==> src/rtl/starve_arb_pkg.sv <==
package starve_arb_pkg;

  localparam int unsigned WIN_CNT_W = 8;
  typedef logic [WIN_CNT_W-1:0] win_cnt_t;

  // A zero threshold would give an empty window; treat it as one event.
  function automatic win_cnt_t eff_threshold(input win_cnt_t thr);
    return (thr == '0) ? win_cnt_t'(1) : thr;
  endfunction

  // True on the strobe that completes the window.
  function automatic logic closes_window(input win_cnt_t cnt, input win_cnt_t thr);
    return cnt >= (eff_threshold(thr) - win_cnt_t'(1));
  endfunction

endpackage

==> src/rtl/win_counter.sv <==
module win_counter
  import starve_arb_pkg::*;
(
  input  logic     clk,
  input  logic     rst_n,
  input  logic     en,
  input  logic     strobe,
  input  win_cnt_t threshold,
  output logic     window_end
);

  win_cnt_t cnt_q;

  assign window_end = en && strobe && closes_window(cnt_q, threshold);

  always_ff @(posedge clk or negedge rst_n) begin
    if (!rst_n) begin
      cnt_q <= '0;
    end else if (!en) begin
      cnt_q <= '0;
    end else if (strobe) begin
      cnt_q <= window_end ? '0 : cnt_q + win_cnt_t'(1);
    end
  end

  assert_wrap_to_zero_R3: assert property (@(posedge clk) disable iff (!rst_n)
    window_end |=> (cnt_q == '0));

  assert_hold_when_off_R8: assert property (@(posedge clk) disable iff (!rst_n)
    !en |=> (cnt_q == '0));

  assert_idle_no_step_R3: assert property (@(posedge clk) disable iff (!rst_n)
    (en && !strobe) |=> $stable(cnt_q));

endmodule

==> src/rtl/flag_bank.sv <==
module flag_bank #(
  parameter int unsigned N_MASTERS = 4
) (
  input  logic                 clk,
  input  logic                 rst_n,
  input  logic                 en,
  input  logic                 window_end,
  input  logic [N_MASTERS-1:0] req,
  input  logic [N_MASTERS-1:0] grant,
  output logic [N_MASTERS-1:0] pending,
  output logic [N_MASTERS-1:0] starved
);

  for (genvar i = 0; i < N_MASTERS; i++) begin : g_master
    logic mark_now;
    logic starve_now;

    assign mark_now   = window_end && req[i];
    assign starve_now = window_end && req[i] && pending[i];

    always_ff @(posedge clk or negedge rst_n) begin
      if (!rst_n) begin
        pending[i] <= 1'b0;
        starved[i] <= 1'b0;
      end else if (!en) begin
        pending[i] <= 1'b0;
        starved[i] <= 1'b0;
      end else if (grant[i]) begin
        // A grant wins over a window close in the same cycle.
        pending[i] <= 1'b0;
        starved[i] <= 1'b0;
      end else begin
        if (mark_now)   pending[i] <= 1'b1;
        if (starve_now) starved[i] <= 1'b1;
      end
    end

    assert_grant_clears_R5: assert property (@(posedge clk) disable iff (!rst_n)
      grant[i] |=> (!pending[i] && !starved[i]));

    assert_starve_needs_mark_R6: assert property (@(posedge clk) disable iff (!rst_n)
      $rose(starved[i]) |-> ($past(pending[i]) && $past(window_end)));

    assert_mark_on_close_R4: assert property (@(posedge clk) disable iff (!rst_n)
      (en && window_end && req[i] && !grant[i]) |=> pending[i]);
  end

  assert_off_clears_R8: assert property (@(posedge clk) disable iff (!rst_n)
    !en |=> (starved == '0 && pending == '0));

endmodule

==> src/rtl/prio_pick.sv <==
module prio_pick #(
  parameter int unsigned N_MASTERS = 4
) (
  input  logic [N_MASTERS-1:0] vec,
  output logic [N_MASTERS-1:0] onehot
);

  always_comb begin
    logic found;
    found  = 1'b0;
    onehot = '0;
    for (int i = 0; i < N_MASTERS; i++) begin
      if (vec[i] && !found) begin
        onehot[i] = 1'b1;
        found     = 1'b1;
      end
    end
  end

endmodule

==> src/rtl/starve_arbiter.sv <==
module starve_arbiter
  import starve_arb_pkg::*;
#(
  parameter int unsigned N_MASTERS = 4
) (
  input  logic                 clk,
  input  logic                 rst_n,
  input  logic [N_MASTERS-1:0] req,
  input  logic                 arb_strobe,
  input  logic                 guard_en,
  input  logic [WIN_CNT_W-1:0] threshold,
  output logic [N_MASTERS-1:0] grant,
  output logic [N_MASTERS-1:0] starved
);

  logic                 window_end;
  logic [N_MASTERS-1:0] pending;
  logic [N_MASTERS-1:0] promoted;
  logic [N_MASTERS-1:0] pick_src;
  logic [N_MASTERS-1:0] pick_out;

  win_counter u_win (
    .clk        (clk),
    .rst_n      (rst_n),
    .en         (guard_en),
    .strobe     (arb_strobe),
    .threshold  (threshold),
    .window_end (window_end)
  );

  // Starved requesters form their own tier above the normal ranking.
  assign promoted = starved & req;
  assign pick_src = (|promoted) ? promoted : req;

  prio_pick #(.N_MASTERS(N_MASTERS)) u_pick (
    .vec    (pick_src),
    .onehot (pick_out)
  );

  assign grant = arb_strobe ? pick_out : '0;

  flag_bank #(.N_MASTERS(N_MASTERS)) u_flags (
    .clk        (clk),
    .rst_n      (rst_n),
    .en         (guard_en),
    .window_end (window_end),
    .req        (req),
    .grant      (grant),
    .pending    (pending),
    .starved    (starved)
  );

  assert_grant_onehot_R2: assert property (@(posedge clk) disable iff (!rst_n)
    $onehot0(grant));

  assert_grant_needs_req_R2: assert property (@(posedge clk) disable iff (!rst_n)
    (|grant) |-> (arb_strobe && (|(grant & req))));

  assert_some_grant_R1: assert property (@(posedge clk) disable iff (!rst_n)
    (arb_strobe && (|req)) |-> ($countones(grant) == 1));

  assert_starved_first_R7: assert property (@(posedge clk) disable iff (!rst_n)
    (arb_strobe && (|promoted)) |-> (|(grant & starved)));

endmodule

==> config.mk <==
export PLATFORM = sky130hd
export DESIGN_NAME = starve_arbiter
export DESIGN_NICKNAME = d
export VERILOG_FILES = /design/src/rtl/starve_arb_pkg.sv /design/src/rtl/win_counter.sv /design/src/rtl/flag_bank.sv /design/src/rtl/prio_pick.sv /design/src/rtl/starve_arbiter.sv
export SDC_FILE = /design/constraint.sdc
export NUM_CORES = 1
export LEC_CHECK = 0
export ABC_AREA = 0
export BUFFER_PORTS_ARGS = -buffer_cell sky130_fd_sc_hd__buf_2
export CAP_MARGIN = 20
export CORE_ASPECT_RATIO = 1.1
export CORE_MARGIN = 2
export CORE_UTILIZATION = 51
export CTS_BUF_LIST = sky130_fd_sc_hd__clkbuf_8
export DETAILED_ROUTE_END_ITERATION = 16
export PLACE_DENSITY = 0.75
export SETUP_SLACK_MARGIN = 0.1
export SYNTH_ARGS = -nofsm -noshare
export SYNTH_HDL_FRONTEND = slang
export SYNTH_HIERARCHICAL = 1
export SYNTH_SLANG_ARGS = --single-unit
==> constraint.sdc <==
create_clock -name clk -period 2.2 [get_ports clk]
set_clock_uncertainty 0.15 [all_clocks]
set_input_delay 0.22 -clock clk [delete_from_list [all_inputs] [get_ports clk]]
set_output_delay 0.22 -clock clk [all_outputs]
set_load 0.005 [all_outputs]
* After elaboration in Yosys (flattened, before gate mapping)
Cells that the tools add are included.
** Storage, ports and cells
- Bits in registers :: 16
- Input bits :: 16
- Output and inout bits :: 8
- Logic and storage cells :: 76
** Cells by class
- Add/sub/neg operators :: 2
- Order comparisons :: 1
- Equal/unequal tests :: 9
- Mux-type cells :: 36
- Bitwise gates (word level) :: 1
- Reductions and logical operators :: 18
** Operators with widths (number)
- 2-to-1 mux 8 bit :: 4
- 2-to-1 mux 1 bit :: 30
- inequality test 3 x 1 -> 1 bit (second input constant) :: 8
- logical AND 1 bit :: 13
- adder 8 x 1 -> 8 bit (second input constant) :: 1
- greater-or-equal comparator 8 bit :: 1
- zero test 8 bit :: 1
- 2-to-1 mux 4 bit :: 2
- subtractor 8 x 1 -> 8 bit (second input constant) :: 1
- bitwise AND 4 bit :: 1
- OR reduction 4 bit :: 1
- zero test 1 bit :: 3
- inequality test 2 bit (second input constant) :: 1

* Longest topological paths before layout
- Word-level depth :: 16
- Gate-level depth with buffers :: 15
- Depth with buffers taken out :: 14

* By module
The synthesis kept the hierarchy.
** Modules (own cells, without submodules)
- win_counter :: instances 1, cells an instance 92, area each 819.5 sq um, seq. area each 200.2 sq um
- flag_bank :: instances 1, cells an instance 29, area each 311.5 sq um, seq. area each 200.2 sq um
- starve_arbiter :: instances 1, cells an instance 12, area each 95.1 sq um, seq. area each 0.0 sq um
- prio_pick :: instances 1, cells an instance 4, area each 36.3 sq um, seq. area each 0.0 sq um

* Least setup slack after synthesis
OpenSTA, ideal clock, no wires.
- Path kind :: input port to flip-flop
- From :: in threshold[6]
- To :: reg u_flags.starved[3]
- Setup time :: 119 ps
- Arrival time :: 2861 ps
- Required time :: 1931 ps
- Setup slack :: -930 ps
- Cell stages on the path :: 15
- Path buffers :: 1
- Cells stage by stage :: or4_1 > nor4_1 > nor2_1 > ha_1 > nand2b_1 > nor4_1 > xnor2_1 > ha_1 > and2_1 > o2111a_1 > a21oi_1 > nor2_1 > buf_6 > a31oi_1 > nor2_1
** On the way
- Word-level cells in the longest chain between the ends :: 8
** Ends and longest elaborated chain
- from (decl) :: RTL line starve_arbiter.sv:11 : input logic [WIN_CNT_W-1:0] threshold,
- zero test 8 bit :: RTL line starve_arb_pkg.sv:8 : return (thr == '0) ? win_cnt_t'(1) : thr;
- 2-to-1 mux 8 bit (*) :: RTL line starve_arb_pkg.sv:8
- subtractor 8 x 1 -> 8 bit (*) :: RTL line starve_arb_pkg.sv:13 : return cnt >= (eff_threshold(thr) - win_cnt_t'(1));
- greater-or-equal comparator 8 bit (*) :: RTL line starve_arb_pkg.sv:13
- logical AND 1 bit (*) :: RTL line win_counter.sv:14 : assign window_end = en && strobe && closes_window(cnt_q, threshold);
- via window_end :: RTL line starve_arbiter.sv:16 : logic window_end;
- logical AND 1 bit (*) (2 in a row) :: RTL line flag_bank.sv:19 : assign starve_now = window_end && req[i] && pending[i];
- inequality test 3 x 1 -> 1 bit (no source line) (*)
- to (signal, indexed assignment) :: RTL line flag_bank.sv:24 : starved[i] <= 1'b0;
- to (signal, indexed assignment) :: RTL line flag_bank.sv:27 : starved[i] <= 1'b0;
- to (signal, indexed assignment) :: RTL line flag_bank.sv:31 : starved[i] <= 1'b0;
- to (decl) :: RTL line flag_bank.sv:11 : output logic [N_MASTERS-1:0] starved
The timed path passes the listed nets; every way through them passes the cells marked *.
A chain may end at the register's enable or synchronous reset.

* Worst setup path in the final report
- From :: in threshold[6]
- To :: reg u_win.cnt_q[5]
** On the way
- Word-level cells in the longest chain between the ends :: 8
** Ends and longest elaborated chain
- zero test 8 bit :: RTL line starve_arb_pkg.sv:8
- 2-to-1 mux 8 bit (*) :: RTL line starve_arb_pkg.sv:8
- subtractor 8 x 1 -> 8 bit (*) :: RTL line starve_arb_pkg.sv:13
- greater-or-equal comparator 8 bit (*) :: RTL line starve_arb_pkg.sv:13
- logical AND 1 bit (*) :: RTL line win_counter.sv:14
- 2-to-1 mux 8 bit (*) :: RTL line win_counter.sv:22 : cnt_q <= window_end ? '0 : cnt_q + win_cnt_t'(1);
- 2-to-1 mux 8 bit (*) :: RTL line win_counter.sv:21 : end else if (strobe) begin
- 2-to-1 mux 8 bit (*) :: RTL line win_counter.sv:19 : end else if (!en) begin
- to (signal assigned) :: RTL line win_counter.sv:22
- to (decl) :: RTL line win_counter.sv:12 : win_cnt_t cnt_q;
Mark *: on every way between the ends. The rest lies on a longest branch, timed or not. The select of a mux whose other input is x is not followed.

==> impl_results.md <==
* CP max stage delay at roughly 0.55 ns
* Fin cells at ~220
* Xor/xnor share of the synthesized area at roughly 3.5%
* FF-to-FF setup slack at 0.16 ns
* Adder-Cell Fraction of Synth Area at about a tenth
* Most used DFF post-synth: dfrtp_1
* Reg2Reg Depth at 7
* Outcome: finished, violations left
* Largest family of logic cells by synthesized area: compound AO/OA/AOI/OAI gates
* Peak supply drop at just under 0.5 mV
* Root buffer cell: clkbuf_8
* Layout cell share with drive strength beyond 1 at 46.0%
* Placed inst area at 1560 sq um
* CP dominant cell by count: buf_6
* Nets at 216
* Sink Count at 16
* Die boundary width at 51.4 microns
* Util after Layout at 80.0%
* Pwr dens at roughly 410 nW/um^2
* Hold worst-path end: u_flags/pending[2]$_DFFE_PN0P_
* Final setup vio count at 16
* Initial drt markers at 66
* Failing checks: setup timing
* CTS tree: done
* Worst-margin pin slew at about 0.43 ns
* Die Y at ~56 microns
* Final routed DRC violation total at 0
* Slew headroom at a little under three quarters
* Multiplexer share of the synthesized area at 0%
* Syn_nets at between 150 and 200
* MaxCap Viol Count at 0
* Reg clk slew, reported paths at ~0.06 ns
* Worst Hold Depth at 3
* # H-tree levels at 1
* R2R Path Start: u_win/cnt_q[0]$_DFFE_PN0P_
* Synthesized area at around 1300 sq um
* Pre-antenna DRT Iters at 5
* FP Rows at 18
* FMAX at between 0.3 and 0.4 GHz
* Core ar. at between 2000 and 2500 sq um
* DRT antenna net count at 0
* Filler cells at approximately 150
* Flops & latches, synth at 16
* Worst-path maximum fanout at 5
* HP Class: in2reg
* Io pins at 24
* HP Start: req[2]
* Synth unique cells at 39
* Ant diodes at 0
* First-pass GRT wire length at around 6.0 mm
* WS Path Type: in2reg
* Routed wire length at 3.95 mm
* Cells after Synth at around 140
* DPL Wire Length at about 2.4 mm
* Total CTS buffers at 3
* Crit path buffers/inverters at 2
* Number of enable flip-flop cells after synthesis at 0
* Final instance area at roughly 1800 sq um
* Worst path arrival time at 2.86 ns
* Initial antenna violation count at 0
* Initial Util at around 55%
* Worst setup SP type: input port
* Clk buf depth at 2
* Met3 global-route usage at approximately 3.2%
* Post-Synth Simple-Gate Area at 23.5%
* RSZ-0062 raised after global routing: true
* Worst-path cell chain: buf_6, or4_4, nor4_4, nor2_2, ha_4, nand2b_4, nor4_2, xnor2_1, ha_1, and2_4, o2111a_2, a21oi_4, buf_6, a221o_2
* Mean Syn Cell Area at just over 9 sq um
* Clk Latency, worst-skew pair at between 0.2 and 0.3 ns
* CP delay by family, top: simple AND/OR/NAND/NOR gates
* Avg WL per Cell at 18.0 microns
* Compound-cell area share of the yosys netlist at between 20% and 30%
* Seq/Total Area, Yosys at 31.7%
* M2 GR Usage at 45.8%
* Worst R2R End: u_win/cnt_q[7]$_DFFE_PN0P_
* Die area at between 2000 and 3000 sq um
* Final Hold Viols at 0
* Critical path's slowest cell: or4_4
* CP Capture Type: flop
* Ys async rst share at 100%
* Global route hottest layer: met2
* Total power at 0.754 mW
* Synthesis Warnings at 6
* Met1 Use GR at 34.2%
* Via density at between 6 and 7
* Post-Place Cells at 206
* Placer Congestion at roughly 0.89
* Vias in the first global route at 1300
* Port bufs at 23
* Pin count of the biggest net entering global routing at 17
* Synth-to-layout area growth at 45.5%
* Lkg Pwr at roughly 0.81 nW
* Setup ws final at -0.674 ns
* Worst setup path startpoint: threshold[6]
* Required time of the critical path at ~2.2 ns
* Fin crit share at 131%
* Tot GR Track Use at a little over a quarter
* Fin. max-slew vios at 0
* DR vias at approximately 1400
* Remaining Overflow, GRT at 0
* Tmin final at between 2 and 3 ns
[Yosys cell counts, types with 4 or more instances]
library cell	n	area [sq um]
dfrtp_1	16	400
nor2_1	12	45.0
ha_1	10	125
a21oi_1	9	45.0
nand2b_1	8	50.1
o21a_1	7	52.6
nand2_1	6	22.5
and2_1	5	31.3
nand3_1	5	25.0
nor3_1	5	25.0
a221o_1	4	40.0
a222oi_1	4	40.0
a31oi_1	4	25.0
xnor2_1	4	35.0
[per-layer routing]
metal	routed length (microns)	up-vias
met1	1550	689
met4	116	0
li1	-	643
met5	0	-
met3	224	14
met2	2060	74
[worst register-to-register path: stages (launching register included)]
cell,delay (ns)
dfrtp_1,0.46
inv_1,0.11
ha_1,0.31
nor2b_1,0.18
o21ai_2,0.12
buf_4,0.17
a2111oi_4,0.32
a221o_1,0.15
[logic make-up (layout without fill, tap and decap cells)]
kind of cell / Yosys count / count (layout)
XOR/XNOR: 5 / 5
flip-flops: 16 / 16
AO/OA/AOI/OAI: 46 / 46
adder cells (fa/ha/maj): 10 / 10
AND/OR/NAND/NOR: 54 / 54
buffers and inverters: 6 / 58
[worst max-delay path by stage]
stage / slack, ns / end / cells after the start
floorplan: -0.71 / u_flags/starved[3]$_DFFE_PN0P_ / 15
global placement: -0.96 / u_flags/starved[1]$_DFFE_PN0P_ / 15
detailed placement: -1.07 / u_flags/starved[1]$_DFFE_PN0P_ / 15
CTS: -0.58 / u_win/cnt_q[5]$_DFFE_PN0P_ / 14
global route: -0.72 / u_flags/starved[1]$_DFFE_PN0P_ / 15
finish: -0.67 / u_win/cnt_q[5]$_DFFE_PN0P_ / 14
[layout by cell type (no fill, tap or decap), drive strengths merged, types with 2 or more instances in the layout]
master	count
or4	2
and2	5
buf	50
a221o	5
a21oi	9
clkbuf	4
a31oi	4
nor2b	2
a211oi	5
o21ai	4
nand2	7
ha	10
nor4	3
inv	3
nor3	5
o2111ai	3
nand2b	8
xnor2	4
a222oi	4
o21a	7
nor2	12
nand3	5
nor3b	2
dfrtp	16
[through the flow]
stage	hold WS, ns	TNS [ns]	setup slack, ns
final	0.132	-9.88	-0.674
after detailed placement	-0.00295	-15.04	-1.07
after global routing	0.172	-10.86	-0.724
after CTS	0.125	-7.96	-0.578
after floorplan	-0.226	-9.51	-0.707
after global placement	-0.00618	-13.69	-0.964
[area by class of cell]
type | count | area [sq um] | share of cell area [%]
multi-input combinational | 115 | 976 | 53.1
sequential | 16 | 403 | 21.9
timing repair buffer | 51 | 354 | 19.3
clock buffer | 4 | 55.1 | 3.00
tap | 30 | 37.5 | 2.04
inverter | 3 | 11.3 | 0.613
[timing repair]
item / in CTS / in global routing
hold buffers: 1 / 0
resized for setup: 14 / 17
pin swaps: 9 / 13
setup endpoints to repair: 16 / 18
hold endpoints to repair: 16 / 0
buffers inserted: 4 / 4
[power breakdown]
part	switching (mW)	leakage, nW	internal, mW
Clock	0.0964	0.0288	0.159
Sequential	0.00602	0.219	0.298
Combinational	0.106	0.560	0.0894
[registers in the layout, summed over array words and instances (netlist names)]
| register | cells |
|---|---|
| u_flags/starved | 4 |
| u_flags/pending | 4 |
| u_win/cnt_q | 8 |
(Power assumes the default switching activity.)
